### config.mk
export PLATFORM = sky130hd
export DESIGN_NAME = uart_tx_flow
export DESIGN_NICKNAME = d
export VERILOG_FILES = /design/src/rtl/uart_tx_pkg.sv /design/src/rtl/uart_tx_fifo.sv /design/src/rtl/uart_tx_ctrl.sv /design/src/rtl/uart_tx_flow.sv
export SDC_FILE = /design/constraint.sdc
export NUM_CORES = 1
export LEC_CHECK = 0
export BUFFER_PORTS_ARGS = -buffer_cell sky130_fd_sc_hd__clkbuf_2
export CAP_MARGIN = 5
export CORE_MARGIN = 5
export CORE_UTILIZATION = 30
export DETAILED_ROUTE_END_ITERATION = 16
export PLACE_DENSITY_LB_ADDON = 0.25
export SETUP_SLACK_MARGIN = 0.02
export SLEW_MARGIN = 20
export SYNTH_ARGS = -nofsm -noshare
export SYNTH_HDL_FRONTEND = slang
export SYNTH_SLANG_ARGS = --single-unit
### constraint.sdc
create_clock -name clk_i -period 7.5 [get_ports clk_i]
set_clock_uncertainty 0.1 [all_clocks]
set_input_delay 0.75 -clock clk_i [delete_from_list [all_inputs] [get_ports clk_i]]
set_output_delay 0.75 -clock clk_i [all_outputs]
set_load 0.02 [all_outputs]
### src/rtl/uart_tx_pkg.sv
package uart_tx_pkg;
  typedef enum logic [1:0] {
    TX_OFF   = 2'd0,
    TX_ON    = 2'd1,
    TX_DRAIN = 2'd2
  } tx_mode_e;
endpackage

### src/rtl/uart_tx_fifo.sv
module uart_tx_fifo #(
  parameter int W     = 8,
  parameter int DEPTH = 8
) (
  input  logic         clk_i,
  input  logic         rst_ni,
  input  logic         flush_i,
  input  logic         push_i,
  input  logic [W-1:0] data_i,
  input  logic         pop_i,
  output logic [W-1:0] data_o,
  output logic         empty_o,
  output logic         full_o
);
  localparam int AW = (DEPTH > 1) ? $clog2(DEPTH) : 1;
  localparam int CW = $clog2(DEPTH + 1);
  localparam logic [AW-1:0] LAST = AW'(DEPTH - 1);

  logic [W-1:0]  mem [DEPTH];
  logic [AW-1:0] rd_q, wr_q;
  logic [CW-1:0] cnt_q;

  always_ff @(posedge clk_i or negedge rst_ni) begin
    if (!rst_ni) begin
      rd_q  <= '0;
      wr_q  <= '0;
      cnt_q <= '0;
    end else if (flush_i) begin
      rd_q  <= '0;
      wr_q  <= '0;
      cnt_q <= '0;
    end else begin
      if (push_i) wr_q <= (wr_q == LAST) ? '0 : wr_q + 1'b1;
      if (pop_i)  rd_q <= (rd_q == LAST) ? '0 : rd_q + 1'b1;
      cnt_q <= cnt_q + CW'(push_i) - CW'(pop_i);
    end
  end

  always_ff @(posedge clk_i) begin
    if (push_i && !flush_i) mem[wr_q] <= data_i;
  end

  assign data_o  = mem[rd_q];
  assign empty_o = (cnt_q == '0);
  assign full_o  = (cnt_q == CW'(DEPTH));
endmodule

### src/rtl/uart_tx_ctrl.sv
module uart_tx_ctrl
  import uart_tx_pkg::*;
(
  input  logic     clk_i,
  input  logic     rst_ni,
  input  logic     en_cmd_i,
  input  logic     dis_cmd_i,
  input  logic     rst_cmd_i,
  input  logic     wr_i,
  input  logic     fifo_empty_i,
  input  logic     fifo_full_i,
  input  logic     shift_done_i,
  output logic     push_o,
  output logic     pop_o,
  output logic     flush_o,
  output logic     busy_o,
  output logic     rdy_o,
  output logic     empty_o,
  output tx_mode_e mode_o
);
  tx_mode_e mode_q, mode_d;
  logic     busy_q, busy_d;
  logic     idle_now;

  assign rdy_o    = (mode_q != TX_OFF) && !fifo_full_i;
  assign push_o   = wr_i && rdy_o && !rst_cmd_i;
  assign pop_o    = (mode_q != TX_OFF) && !busy_q && !fifo_empty_i && !rst_cmd_i;
  assign flush_o  = rst_cmd_i;
  // nothing queued, nothing shifting, nothing arriving this cycle
  assign idle_now = fifo_empty_i && !busy_q && !push_o;
  // a pending stop suppresses the underrun flag
  assign empty_o  = (mode_q == TX_ON) && fifo_empty_i && !busy_q;
  assign busy_o   = busy_q;
  assign mode_o   = mode_q;

  always_comb begin
    mode_d = mode_q;
    if (rst_cmd_i) begin
      mode_d = TX_OFF;
    end else if (dis_cmd_i) begin
      if (mode_q != TX_OFF) mode_d = idle_now ? TX_OFF : TX_DRAIN;
    end else if (en_cmd_i) begin
      mode_d = TX_ON;
    end else if (mode_q == TX_DRAIN && idle_now) begin
      mode_d = TX_OFF;
    end
  end

  always_comb begin
    busy_d = busy_q;
    if (rst_cmd_i)                  busy_d = 1'b0;
    else if (pop_o)                 busy_d = 1'b1;
    else if (shift_done_i && busy_q) busy_d = 1'b0;
  end

  always_ff @(posedge clk_i or negedge rst_ni) begin
    if (!rst_ni) begin
      mode_q <= TX_OFF;
      busy_q <= 1'b0;
    end else begin
      mode_q <= mode_d;
      busy_q <= busy_d;
    end
  end
endmodule

### src/rtl/uart_tx_flow.sv
module uart_tx_flow
  import uart_tx_pkg::*;
#(
  parameter int W     = 8,
  parameter int DEPTH = 8
) (
  input  logic         clk_i,
  input  logic         rst_ni,
  input  logic         en_cmd_i,
  input  logic         dis_cmd_i,
  input  logic         rst_cmd_i,
  input  logic         wr_i,
  input  logic [W-1:0] wr_data_i,
  input  logic         shift_done_i,
  output logic         load_o,
  output logic [W-1:0] load_data_o,
  output logic         shift_busy_o,
  output logic         tx_rdy_o,
  output logic         tx_empty_o
);
  logic     push, pop, flush, fifo_empty, fifo_full;
  tx_mode_e mode;

  uart_tx_ctrl ctrl_i (
    .clk_i        (clk_i),
    .rst_ni       (rst_ni),
    .en_cmd_i     (en_cmd_i),
    .dis_cmd_i    (dis_cmd_i),
    .rst_cmd_i    (rst_cmd_i),
    .wr_i         (wr_i),
    .fifo_empty_i (fifo_empty),
    .fifo_full_i  (fifo_full),
    .shift_done_i (shift_done_i),
    .push_o       (push),
    .pop_o        (pop),
    .flush_o      (flush),
    .busy_o       (shift_busy_o),
    .rdy_o        (tx_rdy_o),
    .empty_o      (tx_empty_o),
    .mode_o       (mode)
  );

  uart_tx_fifo #(.W(W), .DEPTH(DEPTH)) fifo_i (
    .clk_i   (clk_i),
    .rst_ni  (rst_ni),
    .flush_i (flush),
    .push_i  (push),
    .data_i  (wr_data_i),
    .pop_i   (pop),
    .data_o  (load_data_o),
    .empty_o (fifo_empty),
    .full_o  (fifo_full)
  );

  assign load_o = pop;
endmodule

# ---- Yosys cells after proc, flatten, opt, wreduce, memory -nomap -nowiden
# Memories as Yosys holds them, arrays and structs flattened.
# Cells that the tools add are included.
dict set report word_totals {
  reg_bits 13
  ram_bits 64
  in_bits 15
  out_inout_bits 12
  wordCells 59
  memories 1
}
dict set report op_classes {
  addsub 4
  n_eq_ne 6
  mux 18
  n_reduce_logical 25
}
# name depth word_bits rd rd_clocked_by_memory_dff write_ports line
set memory_table {}
lappend memory_table {fifo_i.mem 8 8 1 0 1 uart_tx_fifo.sv:19} ;# logic [W-1:0] mem [DEPTH];
# cell count
set op_table {}
lappend op_table {{$mux 3} 6}
lappend op_table {{$logic_and 1x1->1} 13}
lappend op_table {{$mux 2} 6}
lappend op_table {{$add 3x1->3 const B} 2}
lappend op_table {{$eq 3x3->1 const B} 2}
lappend op_table {{$reduce_bool 2->1} 3}
lappend op_table {{$logic_not 1->1} 5}
lappend op_table {{$mux 1} 5}
lappend op_table {{$add 4x1->4} 1}
lappend op_table {{$eq 4x4->1 const B} 1}
lappend op_table {{$logic_not 4->1} 1}
lappend op_table {{$mux 4} 1}
lappend op_table {{$reduce_bool 4->1} 1}
lappend op_table {{$sub 4x1->4} 1}
lappend op_table {{$ne 3x1->1 const B} 1}
lappend op_table {{$reduce_bool 3->1} 1}
lappend op_table {{$eq 2x1->1 const B} 1}
lappend op_table {{$eq 2x2->1 const B} 1}
lappend op_table {{$reduce_and 2->1} 1}

# ---- Depth between registers and ports, before layout
# Gate-level depths: netlist of the first run.
dict set report logic_depth {
  depth_word 12
  ltp_mapped 10
  mapped_depth_nobuf 10
}

# ---- Modules after synthesis
# Synthesis of the first run repeated with hierarchy kept, for this count alone.
dict set report unflattened {
  cells_unflattened 183
  area_unflattened_um2 3331.9
}
# mod n_inst cells_each area_per_inst_um2 seq_area_each_um2
set modules_own_cells {}
lappend modules_own_cells {uart_tx_fifo 1 163 3141.8 2172.1}
lappend modules_own_cells {uart_tx_ctrl 1 20 190.2 75.1}

# ---- Worst setup path after synthesis of the first run
# OpenSTA, ideal clock, no wires.
dict set report synth_timing {
  kind {input port to flip-flop}
  from {input port rst_cmd_i}
  to {register fifo_i.cnt_q[3]}
  setup_time_ns 0.125
  arrival_time_ns 2.931
  t_required_ns 7.275
  path_slack_ns 4.344
  path_stages 9
  n_path_buf 2
  cell_sequence {clkbuf_1 clkbuf_1 nor3_1 ha_1 inv_1 ha_1 a21o_1 a21oi_1 mux2_2}
}
dict set report synth_between {
  word_cells_on_any_way 6
  cone_classes {add/sub: 2; mux: 1; reduce/logical: 3}
}
# element line
set synth_lines {}
lappend synth_lines {{start, declared} uart_tx_flow.sv:11} ;# input logic rst_cmd_i,
lappend synth_lines {{$logic_not 1->1} uart_tx_ctrl.sv:27} ;# assign pop_o = (mode_q != TX_OFF) && !busy_q && !fifo_empty_i && !rst_cmd_i;
lappend synth_lines {{$logic_and 1x1->1} uart_tx_ctrl.sv:27}
lappend synth_lines {{named net load_o} uart_tx_flow.sv:15} ;# output logic load_o,
lappend synth_lines {{$sub 4x1->4} uart_tx_fifo.sv:35} ;# cnt_q <= cnt_q + CW'(push_i) - CW'(pop_i);
lappend synth_lines {{$mux 4} uart_tx_fifo.sv:28} ;# end else if (flush_i) begin
lappend synth_lines {{end signal, assigned} uart_tx_fifo.sv:35}
lappend synth_lines {{end, declared} uart_tx_fifo.sv:21} ;# logic [CW-1:0] cnt_q;
# The timed path passes the listed nets, and every way through them passes these cells.
# A chain may end at the register's enable or synchronous reset.

# ---- Final worst setup path of the first run
dict set report layout_timing {
  from {register fifo_i.rd_q[0]}
  to {output port load_data_o[3]}
}
dict set report layout_between {
  elab_chain_cells 1
}
# element line
set layout_rtl {}
lappend layout_rtl {{start, declared} uart_tx_fifo.sv:20} ;# logic [AW-1:0] rd_q, wr_q;
lappend layout_rtl {{start signal, assigned} uart_tx_fifo.sv:34} ;# if (pop_i) rd_q <= (rd_q == LAST) ? '0 : rd_q + 1'b1;
lappend layout_rtl {{$mem_v2 8x8} -}
lappend layout_rtl {{end, declared} uart_tx_flow.sv:16} ;# output logic [W-1:0] load_data_o,
# No other way between the ends.

==> metrics.md, run 1 <==
| Metric | Value |
|---|---|
| # resized after CTS | 0 |
| Most common cell after layout, fill and taps aside | edfxtp_1 |
| Area grow syn2layout | 15.1% |
| Row cnt | 38 |
| Die span in y | approximately 120 microns |
| Multi-input logic area | 1050 sq um |
| Max_slew headroom | a little under a third |
| Crit path kind | register to output pin |
| Startpoint types | register |
| Initial Util | 30.9% |
| Critical path arrival | 2.50 ns |
| CTS sink count | 77 |
| Leak | 1.37 nW |
| IO Pins | 27 |
| Distinct cell type count after synthesis | 36 |
| Routed wire per std cell | 16.8 microns |
| N_diodes | 0 |
| Cell Area, Synth | roughly 3400 sq um |
| EDFF count, synth | 64 |
| Final Max Slew Viols | 0 |
| Unrepaired setup endpoints after global routing | no |
| Crit end category | output pin |
| Syn Nets | ~220 |
| Initial DRC Count | between 80 and 90 |
| # setup viols final | 0 |
| Antenna viol nets, final | 0 |
| MaxCap Viol Count | 0 |
| Setup slack, reg-to-reg | 4.64 ns |
| Remaining DRCs | 0 |
| CTS Buf Count | 9 |
| Share of layout cells above drive strength 1 | 30.3% |
| Number of global-route vias before repair | 1822 |
| CTS max path bufs | 2 |
| PwrDens | between 200 and 250 nW/um^2 |
| Critical path peak fanout | 19 |
| Die X-Extent | ~120 microns |
| Initial antenna violation count | 0 |
| Drt pass-1 iters | 4 |
| Fill cells | ~1000 |
| HPWL Detailed | around 4000 microns |
| Reg area | 2250 sq um |
| Total wire length | 6220 microns |
| Peak VDD IR | 0.0000804 V |
| Max Freq | 298 MHz |
| Synth warnings | 0 |
| H-Tree Depth | 3 |
| Status | finished clean |
| Hold Vio Cnt, Final | 0 |
| Via Count | ~1800 |
| Setup TNS | 0 ns |
| Min Tclk post-route | about 3.4 ns |
| Hold Crit Class | primary input to async pin |
| Total GRT Usage | 10.2% |
| Least-Margin Pin Slew | 1.02 ns |
| Clk slew on worst S/H paths | about 0.090 ns |
| Top_reg_cell synth | edfxtp_1 |
| Register area share after synthesis | 66.9% |
| Global-route wire length before repair | between 10000 and 15000 microns |
| Via-per-instance ratio | 4.76 |
| Asr flop ratio synth | between 10% and 20% |
| Required @ worst endpoint | ~6.7 ns |
| RePlAce Congestion | 0.719 |
| Post-CTS setup buffers | 0 |
| Final nets | 252 |
| Die area | 13400 sq um |
| Port buffer count | 26 |
| Cell count after synthesis | 191 |
| Register bit total from synthesis | 77 |
| Total gr overflow | 0 |
| Root Driver | clkbuf_8 |
| Most frequent cells in the layout | edfxtp_1, clkbuf_2, dfrtp_1, nor2_1, ha_1 |
| CTS tree | yes |
| Post-CTS Hold Fix Bufs | 0 |
| Period utilization | about 45% |
| Synth Area per Inst | 17.6 sq um |
| Total Power | roughly 0.0009 W |
| Placeable Area | 10900 sq um |
| Largest net degree at the start of global routing | 20 |
| Clock latency at the later pin of the worst-skew pair | around 0.35 ns |
## final cells by class
cell class / instances / share of cell area [%]
clock buffer: 9 / 3.20
inverter: 9 / 0.874
sequential: 77 / 58.1
multi-input combinational: 98 / 27.2
timing repair buffer: 31 / 4.34
tap: 140 / 4.53
clock inverter: 7 / 1.75
## critical path: stages (launching register included)
cell	delay [ns]
dfrtp_1	1.03
mux4_1	0.69
mux2_4	0.28
clkbuf_2	0.15
## sequential cells by signal, indices dropped and copies added (netlist names)
signal,flops
ctrl_i.mode_o,2
fifo_i.wr_q,3
ctrl_i.busy_o,1
fifo_i.rd_q,3
fifo_i.mem,64
fifo_i.cnt_q,4
## final timing paths
kind                                  from                to  depth (start not counted)
setup / recovery            fifo_i.rd_q[0]    load_data_o[3]                          3
hold / removal                      rst_ni   fifo_i.cnt_q[2]                          1
setup reg to reg           fifo_i.cnt_q[2]   fifo_i.cnt_q[3]                         10
hold reg to reg              ctrl_i.busy_o     ctrl_i.busy_o                          2
max in group asynchronous           rst_ni    fifo_i.wr_q[1]                          1
min in group clk_i               dis_cmd_i  ctrl_i.mode_o[0]                          2
## per-layer routing
layer	routed length (microns)	part of all wire (%)	vias to the layer above	global-route usage, %
met2	2950	47	35	15.8
met4	119	1.9	0	4.33
met3	291	4.7	12	3.24
li1	-	-	833	-
met1	2860	46	886	13.4
met5	0	0	-	0
## cell families after synthesis
logic type,count (synthesis),synth area share (%)
XOR/XNOR,1,0.261
AND/OR/NAND/NOR,40,6.67
adder cells (fa/ha/maj),11,4.32
buffers and inverters,16,2.53
multiplexers,25,15.5
flip-flops,77,66.9
AO/OA/AOI/OAI,21,3.80
## stage by stage
| stage | util (%) | hold slack (ns) | cell area [sq um] | setup slack, ns | std cells |
|---|---|---|---|---|---|
| after floorplan | - | 0.354 | 3360 | 4.34 | 191 |
| after global placement | 33.8 | 0.499 | 3670 | 4.50 | 355 |
| after detailed placement | 33.8 | 0.525 | 3670 | 4.48 | 355 |
| after CTS | 35.5 | 0.192 | 3870 | 4.07 | 371 |
| after global routing | 35.5 | 0.200 | 3870 | 3.99 | 371 |
| final | 35.5 | 0.187 | 3870 | 4.15 | 371 |
## power by group
part	switching, W	internal [W]	leakage, nW
Sequential	0.0000112	0.000470	0.755
Combinational	0.0000556	0.0000519	0.519
Clock	0.000170	0.000127	0.0936
Total	0.000237	0.000649	1.37
## cell usage after synthesis, drive strengths merged, types with 4 or more instances
master  instances  share of area (%)
a21oi           7                1.0
nor3            5               0.74
inv             9                1.0
ha             10                3.7
o21ai           7                1.0
dfrtp          13                9.7
nand3           4               0.60
nor2           10                1.1
mux4           16                 12
edfxtp         64                 57
buf             4                1.2
mux2            9                3.9
nand2           4               0.45
(Power assumes the default switching activity.)
==> run 2, diff against run 1 <==
==> constraint.sdc (replaced) <==
create_clock -name clk_i -period 3.15 [get_ports clk_i]
set_clock_uncertainty 0.1 [all_clocks]
set_input_delay 0.315 -clock clk_i [delete_from_list [all_inputs] [get_ports clk_i]]
set_output_delay 0.315 -clock clk_i [all_outputs]
set_load 0.02 [all_outputs]
==> run 2 against run 1 <==
Against the previous run: global-route usage up 0.096 points; via count up 1.4%; first-iteration DRC count down 31%; cell area up 1.2%; clock power up 140%; combinational power rose to 2.6 times the previous value; clock-buffer cell count unchanged; sequential power up 130%; non-clock buffer count up 7; sequential cell count unchanged.
==> metrics.md, run 2 (synthesis gave the netlist of run 1 again) <==
| Metric | Value |
|---|---|
| Status | finished clean |
| PwrDens | 544 nW/um^2 (+140%) |
| Crit path to | load_data_o[3] |
| Inst Count DP | 361 (+1.7%) |
| Period utilization | about four fifths |
| Initial DRC Count | 61 (-31%) |
| Final nets | 259 (+2.8%) |
| CP Depth | 3 (unchanged) |
| Critical-path top delay cell | dfrtp_1 |
| Die span in y | 116 microns (unchanged) |
| Post-CTS setup buffers | 0 (unchanged) |
| Routed wire per std cell | 16.7 microns (-0.34%) |
| Largest net degree at the start of global routing | 20 (unchanged) |
| Die area | 13400 sq um (unchanged) |
| Most frequent cells in the layout | edfxtp_1, clkbuf_2, dfrtp_1, buf_4 |
| N_diodes | 0 (unchanged) |
| Crit end category | output pin |
| Antenna viol nets, final | 0 (unchanged) |
| Leak | 1.40 nW (+2.3%) |
| Min Tclk post-route | 2.52 ns |
| CTS tree | yes |
| Worst Setup SP | fifo_i.rd_q[1] |
| Max Freq | 397 MHz |
| Switching Power | 0.000570 W (+140%) |
| IO Pins | 27 (unchanged) |
| Via Count | 1790 (+1.4%) |
| CTS max path bufs | 2 (unchanged) |
| Critical path arrival | 2.10 ns (-0.40 ns) |
| Total GRT Usage | 10.3% (+0.096 points) |
| Most common cell after layout, fill and taps aside | edfxtp_1 |
| CTS Buf Count | 9 (unchanged) |
| Worst reg2reg path depth | 11 (+1) |
| Placement Cell Area | 3710 sq um (+1.1%) |
| Total Power | 0.00213 W (+140%) |
| Total gr overflow | 0 (unchanged) |
| Via-per-instance ratio | 4.74 (-0.52%) |
| Net Sw Frac | 26.8% (about the same) |
| Largest stage delay, worst path | 0.88 ns (-0.15 ns) |
| Biggest register | fifo_i.mem |
| Non-Filler Instances | 378 (+1.9%) |
| HPWL Detailed | 4030 microns (+3.4%) |
| Share of layout cells above drive strength 1 | 31.5% (+1.2 points) |
| Area grow syn2layout | 16.5% |
| Global-route wire length before repair | 10100 microns (+1.0%) |
| Sequential share of power | 53.2% (-1.1 points) |
| Clk slew on worst S/H paths | 0.09 ns (about the same) |
| Clock power share | 33.6% (about the same) |
| Number of global-route vias before repair | 1826 (+0.22%) |
| Hold Vio Cnt, Final | 0 (unchanged) |
| # setup viols final | 0 (unchanged) |
| Placeable Area | 10900 sq um (unchanged) |
| Initial antenna violation count | 0 (unchanged) |
| Startpoint types | register |
| Setup slack, reg-to-reg | 0.64 ns (-4.00 ns) |
| Hold Crit Class | primary input to register |
| Post-layout instance area | 3910 sq um (+1.2%) |
| Crit path kind | register to output pin |
| Delay-heaviest family, CP | flip-flops |
| Remaining DRCs | 0 (unchanged) |
| Biggest regs | fifo_i.mem x64, fifo_i.cnt_q x4 |
| Final worst slack | 0.631 ns (-3.52 ns) |
| Setup WS pre-CTS | 0.638 ns (-3.84 ns) |
| CP Buf/Inv Count | 1 (unchanged) |
| Least-Margin Pin Slew | 0.833 ns (-0.187 ns) |
| Logic pwr share | 13.2% (+1.1 points) |
| Worst r2r dst | fifo_i.cnt_q[3] |
| Total wire length | 6310 microns (+1.5%) |
| P_int | 0.00156 W (+140%) |
| Max reg flops | 64 (unchanged) |
| Peak VDD IR | 0.000215 V (+170%) |
| Die X-Extent | 116 microns (unchanged) |
| H-Tree Depth | 3 (unchanged) |
| Root Driver | clkbuf_8 |
| CP cell instances | mux4_1 -> mux2_4 -> clkbuf_2 |
| Drt pass-1 iters | 4 (unchanged) |
| Setup TNS | 0 ns (unchanged) |
| Row cnt | 38 (unchanged) |
| Port buffer count | 26 (unchanged) |
| Final Max Slew Viols | 0 (unchanged) |
| FF-to-FF Start | fifo_i.cnt_q[2] |
| MaxCap Viol Count | 0 (unchanged) |
| Max_slew headroom | 44.0% (+12 points) |
| Critical path peak fanout | 18 (-1) |
| Clock latency at the later pin of the worst-skew pair | 0.35 ns (about the same) |
| Initial Util | 30.9% (unchanged) |
| Unrepaired setup endpoints after global routing | no |
| RePlAce Congestion | 0.745 (+3.6%) |
| CTS sink count | 77 (unchanged) |
| Required @ worst endpoint | 2.73 ns (-3.92 ns) |
run 2: cell count changes in the layout (fill, tap and decap cells not counted), sizes merged:
cell         delta
buf             +6
clkinv          -3
inv             +2
clkinvlp        +1
dlygate4sd3     +1
run 2: what timing repair did:
| item | CTS | global route |
|---|---|---|
| endpoints found under the setup margin | 0 | 0 |
| gates resized for setup | 0 | 0 |
| hold buffers | 1 | 0 |
| endpoints found under the hold margin | 13 | 0 |
run 2: how the worst min path moves through the flow:
stage / to / cells after the start / from
after floorplan: ctrl_i.busy_o / 0 / rst_ni
after global placement: fifo_i.cnt_q[3] / 1 / rst_ni
after detailed placement: fifo_i.cnt_q[2] / 1 / rst_ni
after CTS: ctrl_i.mode_o[0] / 2 / dis_cmd_i
after global routing: ctrl_i.mode_o[0] / 2 / dis_cmd_i
final: ctrl_i.mode_o[0] / 2 / dis_cmd_i
run 2: area by class of cell:
type                    instances  area (sq um)
flip-flops and latches         77          2250
clock buffers                   9           124
clock inverters                 7          63.8
well taps                     140           175
multi-input cells              98          1050
inverters                       9          33.8
fillers                      1024          6980
repair buffers                 38           223
run 2: power groups by stage:
stage / Combinational, W / Clock (W) / Sequential (W)
after floorplan: 0.000204 / 0 / 0.00115
after global placement: 0.000281 / 0 / 0.00116
after detailed placement: 0.000284 / 0 / 0.00116
after CTS: 0.000286 / 0.000744 / 0.00113
after global routing: 0.000317 / 0.000787 / 0.00114
final: 0.000281 / 0.000716 / 0.00113
run 2: stage by stage:
stage	util, %	hold slack (ns)
4_1_cts	35.9	0.0305
5_1_grt	35.9	0.0508
6_report	35.9	0.0573
3_5_place_dp	34.1	0.151
3_3_place_gp	34.1	0.147
2_1_floorplan	-	-0.0806
run 2: routing by layer:
metal  share of wire [%]  up-vias  routed length (microns)  global-route usage (%)
li1                    -      845                        -                       -
met1                  48      903                     3010                    14.3
met2                  47       32                     2940                    15.2
met3                 3.9       10                      245                    2.87
met4                 1.8        0                      115                    4.64
met5                   0        -                        0                       0
==> run 3, diff against run 2 <==
==> constraint.sdc (replaced) <==
create_clock -name clk_i -period 2.5 [get_ports clk_i]
set_clock_uncertainty 0.1 [all_clocks]
set_input_delay 0.25 -clock clk_i [delete_from_list [all_inputs] [get_ports clk_i]]
set_output_delay 0.25 -clock clk_i [all_outputs]
set_load 0.02 [all_outputs]
==> run 3 against run 2 <==
Against the previous run: setup slack got worse by 0.47 ns; combinational power increased by 38%; sequential share of layout area decreased by 1.3 points; worst hold slack got worse by 0.012 ns; first-iteration DRC count decreased by 25%; register-to-register slack got worse by 0.47 ns; critical path depth increased by 6; largest cell class unchanged; largest power group unchanged; highest routed layer unchanged.
==> metrics.md, run 3 (synthesis gave the netlist of run 1 again) <==
| Metric | Value |
|---|---|
| Via-per-instance ratio | 4.71 (-0.47%) |
| IO Pins | 27 (unchanged) |
| Share of layout cells above drive strength 1 | 33.3% (+1.8 points) |
| Min Tclk post-route | ~2.3 ns |
| CP cell instances | inv_2 -> ha_1 -> or3b_2 -> nand2_1 -> nor2_1 -> ha_1 -> a21o_1 -> a21oi_1 -> mux2_2 |
| Hold wc startpoint | en_cmd_i |
| Largest stage delay, worst path | 0.50 ns (-0.38 ns) |
| Max Freq | between 400 and 500 MHz |
| Largest net degree at the start of global routing | 20 (unchanged) |
| H-Tree Depth | 3 (unchanged) |
| Final Max Slew Viols | 0 (unchanged) |
| Most common cell after layout, fill and taps aside | edfxtp_1 |
| Die span in y | 116 microns (unchanged) |
| Antenna viol nets, final | 0 (unchanged) |
| CTS sink count | 77 (unchanged) |
| Placeable Area | 10900 sq um (unchanged) |
| Worst r2r dst | fifo_i.cnt_q[3] |
| Setup WS pre-CTS | 0.143 ns (-0.496 ns) |
| Total wire length | 6540 microns (+3.6%) |
| Drt pass-1 iters | 4 (unchanged) |
| Post-CTS setup buffers | 0 (unchanged) |
| Max_slew headroom | 36.5% (-7.5 points) |
| Leak | 1.44 nW (+2.6%) |
| Least-Margin Pin Slew | 0.948 ns (+0.115 ns) |
| Hold Vio Cnt, Final | 0 (unchanged) |
| Final nets | 261 (+0.77%) |
| CTS Buf Count | 9 (unchanged) |
| Area grow syn2layout | 19.3% |
| Biggest regs | fifo_i.mem x64, fifo_i.cnt_q x4 |
| Crit end category | register |
| N_diodes | 0 (unchanged) |
| Period utilization | between 90% and 100% |
| CP most frequent cell | ha_1 |
| Max reg flops | 64 (unchanged) |
| Clock latency at the later pin of the worst-skew pair | 0.35 ns (about the same) |
| Total gr overflow | 0 (unchanged) |
| Status | finished clean |
| Port buffer count | 26 (unchanged) |
| Worst Setup SP | fifo_i.cnt_q[2] |
| Required @ worst endpoint | 2.64 ns (-0.09 ns) |
| Hold Crit Class | primary input to register |
| Initial DRC Count | 46 (-25%) |
| Final worst slack | 0.166 ns (-0.465 ns) |
| FF-to-FF Start | fifo_i.cnt_q[2] |
| # setup viols final | 0 (unchanged) |
| Initial Util | 30.9% (unchanged) |
| Peak VDD IR | 0.000266 V (+24%) |
| Die X-Extent | 116 microns (unchanged) |
| Root Driver | clkbuf_8 |
| CTS tree | yes |
| Critical-path top delay cell | or3b_2 |
| RePlAce Congestion | 0.750 (+0.60%) |
| Worst Hold Endpoint | ctrl_i.mode_o[0] |
| Critical path arrival | 2.48 ns (+0.38 ns) |
| Worst reg2reg path depth | 9 (-2) |
| Crit path kind | register to register |
| Unrepaired setup endpoints after global routing | no |
| Row cnt | 38 (unchanged) |
| MaxCap Viol Count | 0 (unchanged) |
| Clk slew on worst S/H paths | 0.09 ns (about the same) |
| Global-route wire length before repair | 10500 microns (+3.3%) |
| Fill cells | 1034 (+0.98%) |
| Critical path peak fanout | 4 (-14) |
| Total GRT Usage | 10.7% (+0.35 points) |
| Most frequent cells in the layout | edfxtp_1, clkbuf_2, dfrtp_1, buf_4 |
| Startpoint types | register |
| Die area | 13400 sq um (unchanged) |
| Biggest register | fifo_i.mem |
| Initial antenna violation count | 0 (unchanged) |
| Remaining DRCs | 0 (unchanged) |
| Worst Hold Depth | 3 (+1) |
| Routed wire per std cell | 17.2 microns (+3.1%) |
| HPWL Detailed | 4390 microns (+9.0%) |
| Setup slack, reg-to-reg | 0.17 ns (-0.47 ns) |
| PwrDens | 715 nW/um^2 (+31%) |
| Setup TNS | 0 ns (unchanged) |
| CTS max path bufs | 2 (unchanged) |
| Number of global-route vias before repair | 1955 (+7.1%) |
| Via Count | 1791 (+0.056%) |
[run 3: power by group]
group | switching [W] | leakage [nW] | internal (W)
combinational | 0.000195 | 0.577 | 0.000194
sequential | 0.0000210 | 0.754 | 0.00141
clock | 0.000471 | 0.105 | 0.000573
total | 0.000688 | 1.44 | 0.00218
[run 3: routing by layer]
metal,vias up,wire [microns],GRT usage [%],share of wire (%)
met5,-,0,0,0
met4,0,76,2.78,1.2
met3,7,270,3.45,4.1
met2,24,3340,18.7,51
met1,915,2860,12.8,44
li1,845,-,-,-
[run 3: cell type report]
| class | instances | area, sq um | share of cell area (%) |
|---|---|---|---|
| tap | 140 | 175 | 4.37 |
| clock inverter | 6 | 95.1 | 2.37 |
| sequential | 77 | 2250 | 56.1 |
| clock buffer | 10 | 128 | 3.19 |
| inverter | 9 | 33.8 | 0.843 |
| timing repair buffer | 40 | 253 | 6.31 |
| multi-input combinational | 98 | 1070 | 26.8 |
[run 3: metrics by stage]
stage | area (sq um) | hold slack [ns] | std cells | power [W] | util, %
after floorplan | 3380 | -0.146 | 191 | 0.00172 | -
after global placement | 3750 | 0.0916 | 362 | 0.00184 | 34.5
after detailed placement | 3750 | 0.0858 | 362 | 0.00184 | 34.5
after CTS | 3990 | 0.0330 | 380 | 0.00289 | 36.7
after global routing | 4010 | 0.0829 | 380 | 0.00300 | 36.8
final | 4010 | 0.0457 | 380 | 0.00287 | 36.8
[run 3: repair_timing]
item | 4_1_cts | 5_1_grt
resized for setup | 0 | 4
hold buffers | 2 | 0
hold endpoints to repair | 14 | 0
endpoints found under the setup margin | 0 | 18
[run 3: critical path: cells and delay by family (launching register included)]
family / cells / cell delay [ns]
DFF: 1 / 0.38
AOI/OAI and AO/OA: 2 / 0.31
muxes: 1 / 0.34
adders and majority gates: 2 / 0.39
and+or+nand+nor: 3 / 0.65
buffers and inverters: 1 / 0.07
[run 3: how the worst max path moves through the flow]
stage | slack [ns] | to
detailed placement | 0.14 | fifo_i.cnt_q[3]
finish | 0.17 | fifo_i.cnt_q[3]
global placement | 0.16 | fifo_i.mem[1][2]
CTS | 0.02 | load_data_o[4]
floorplan | 0.07 | fifo_i.cnt_q[3]
global route | 0.04 | fifo_i.mem[5][2]
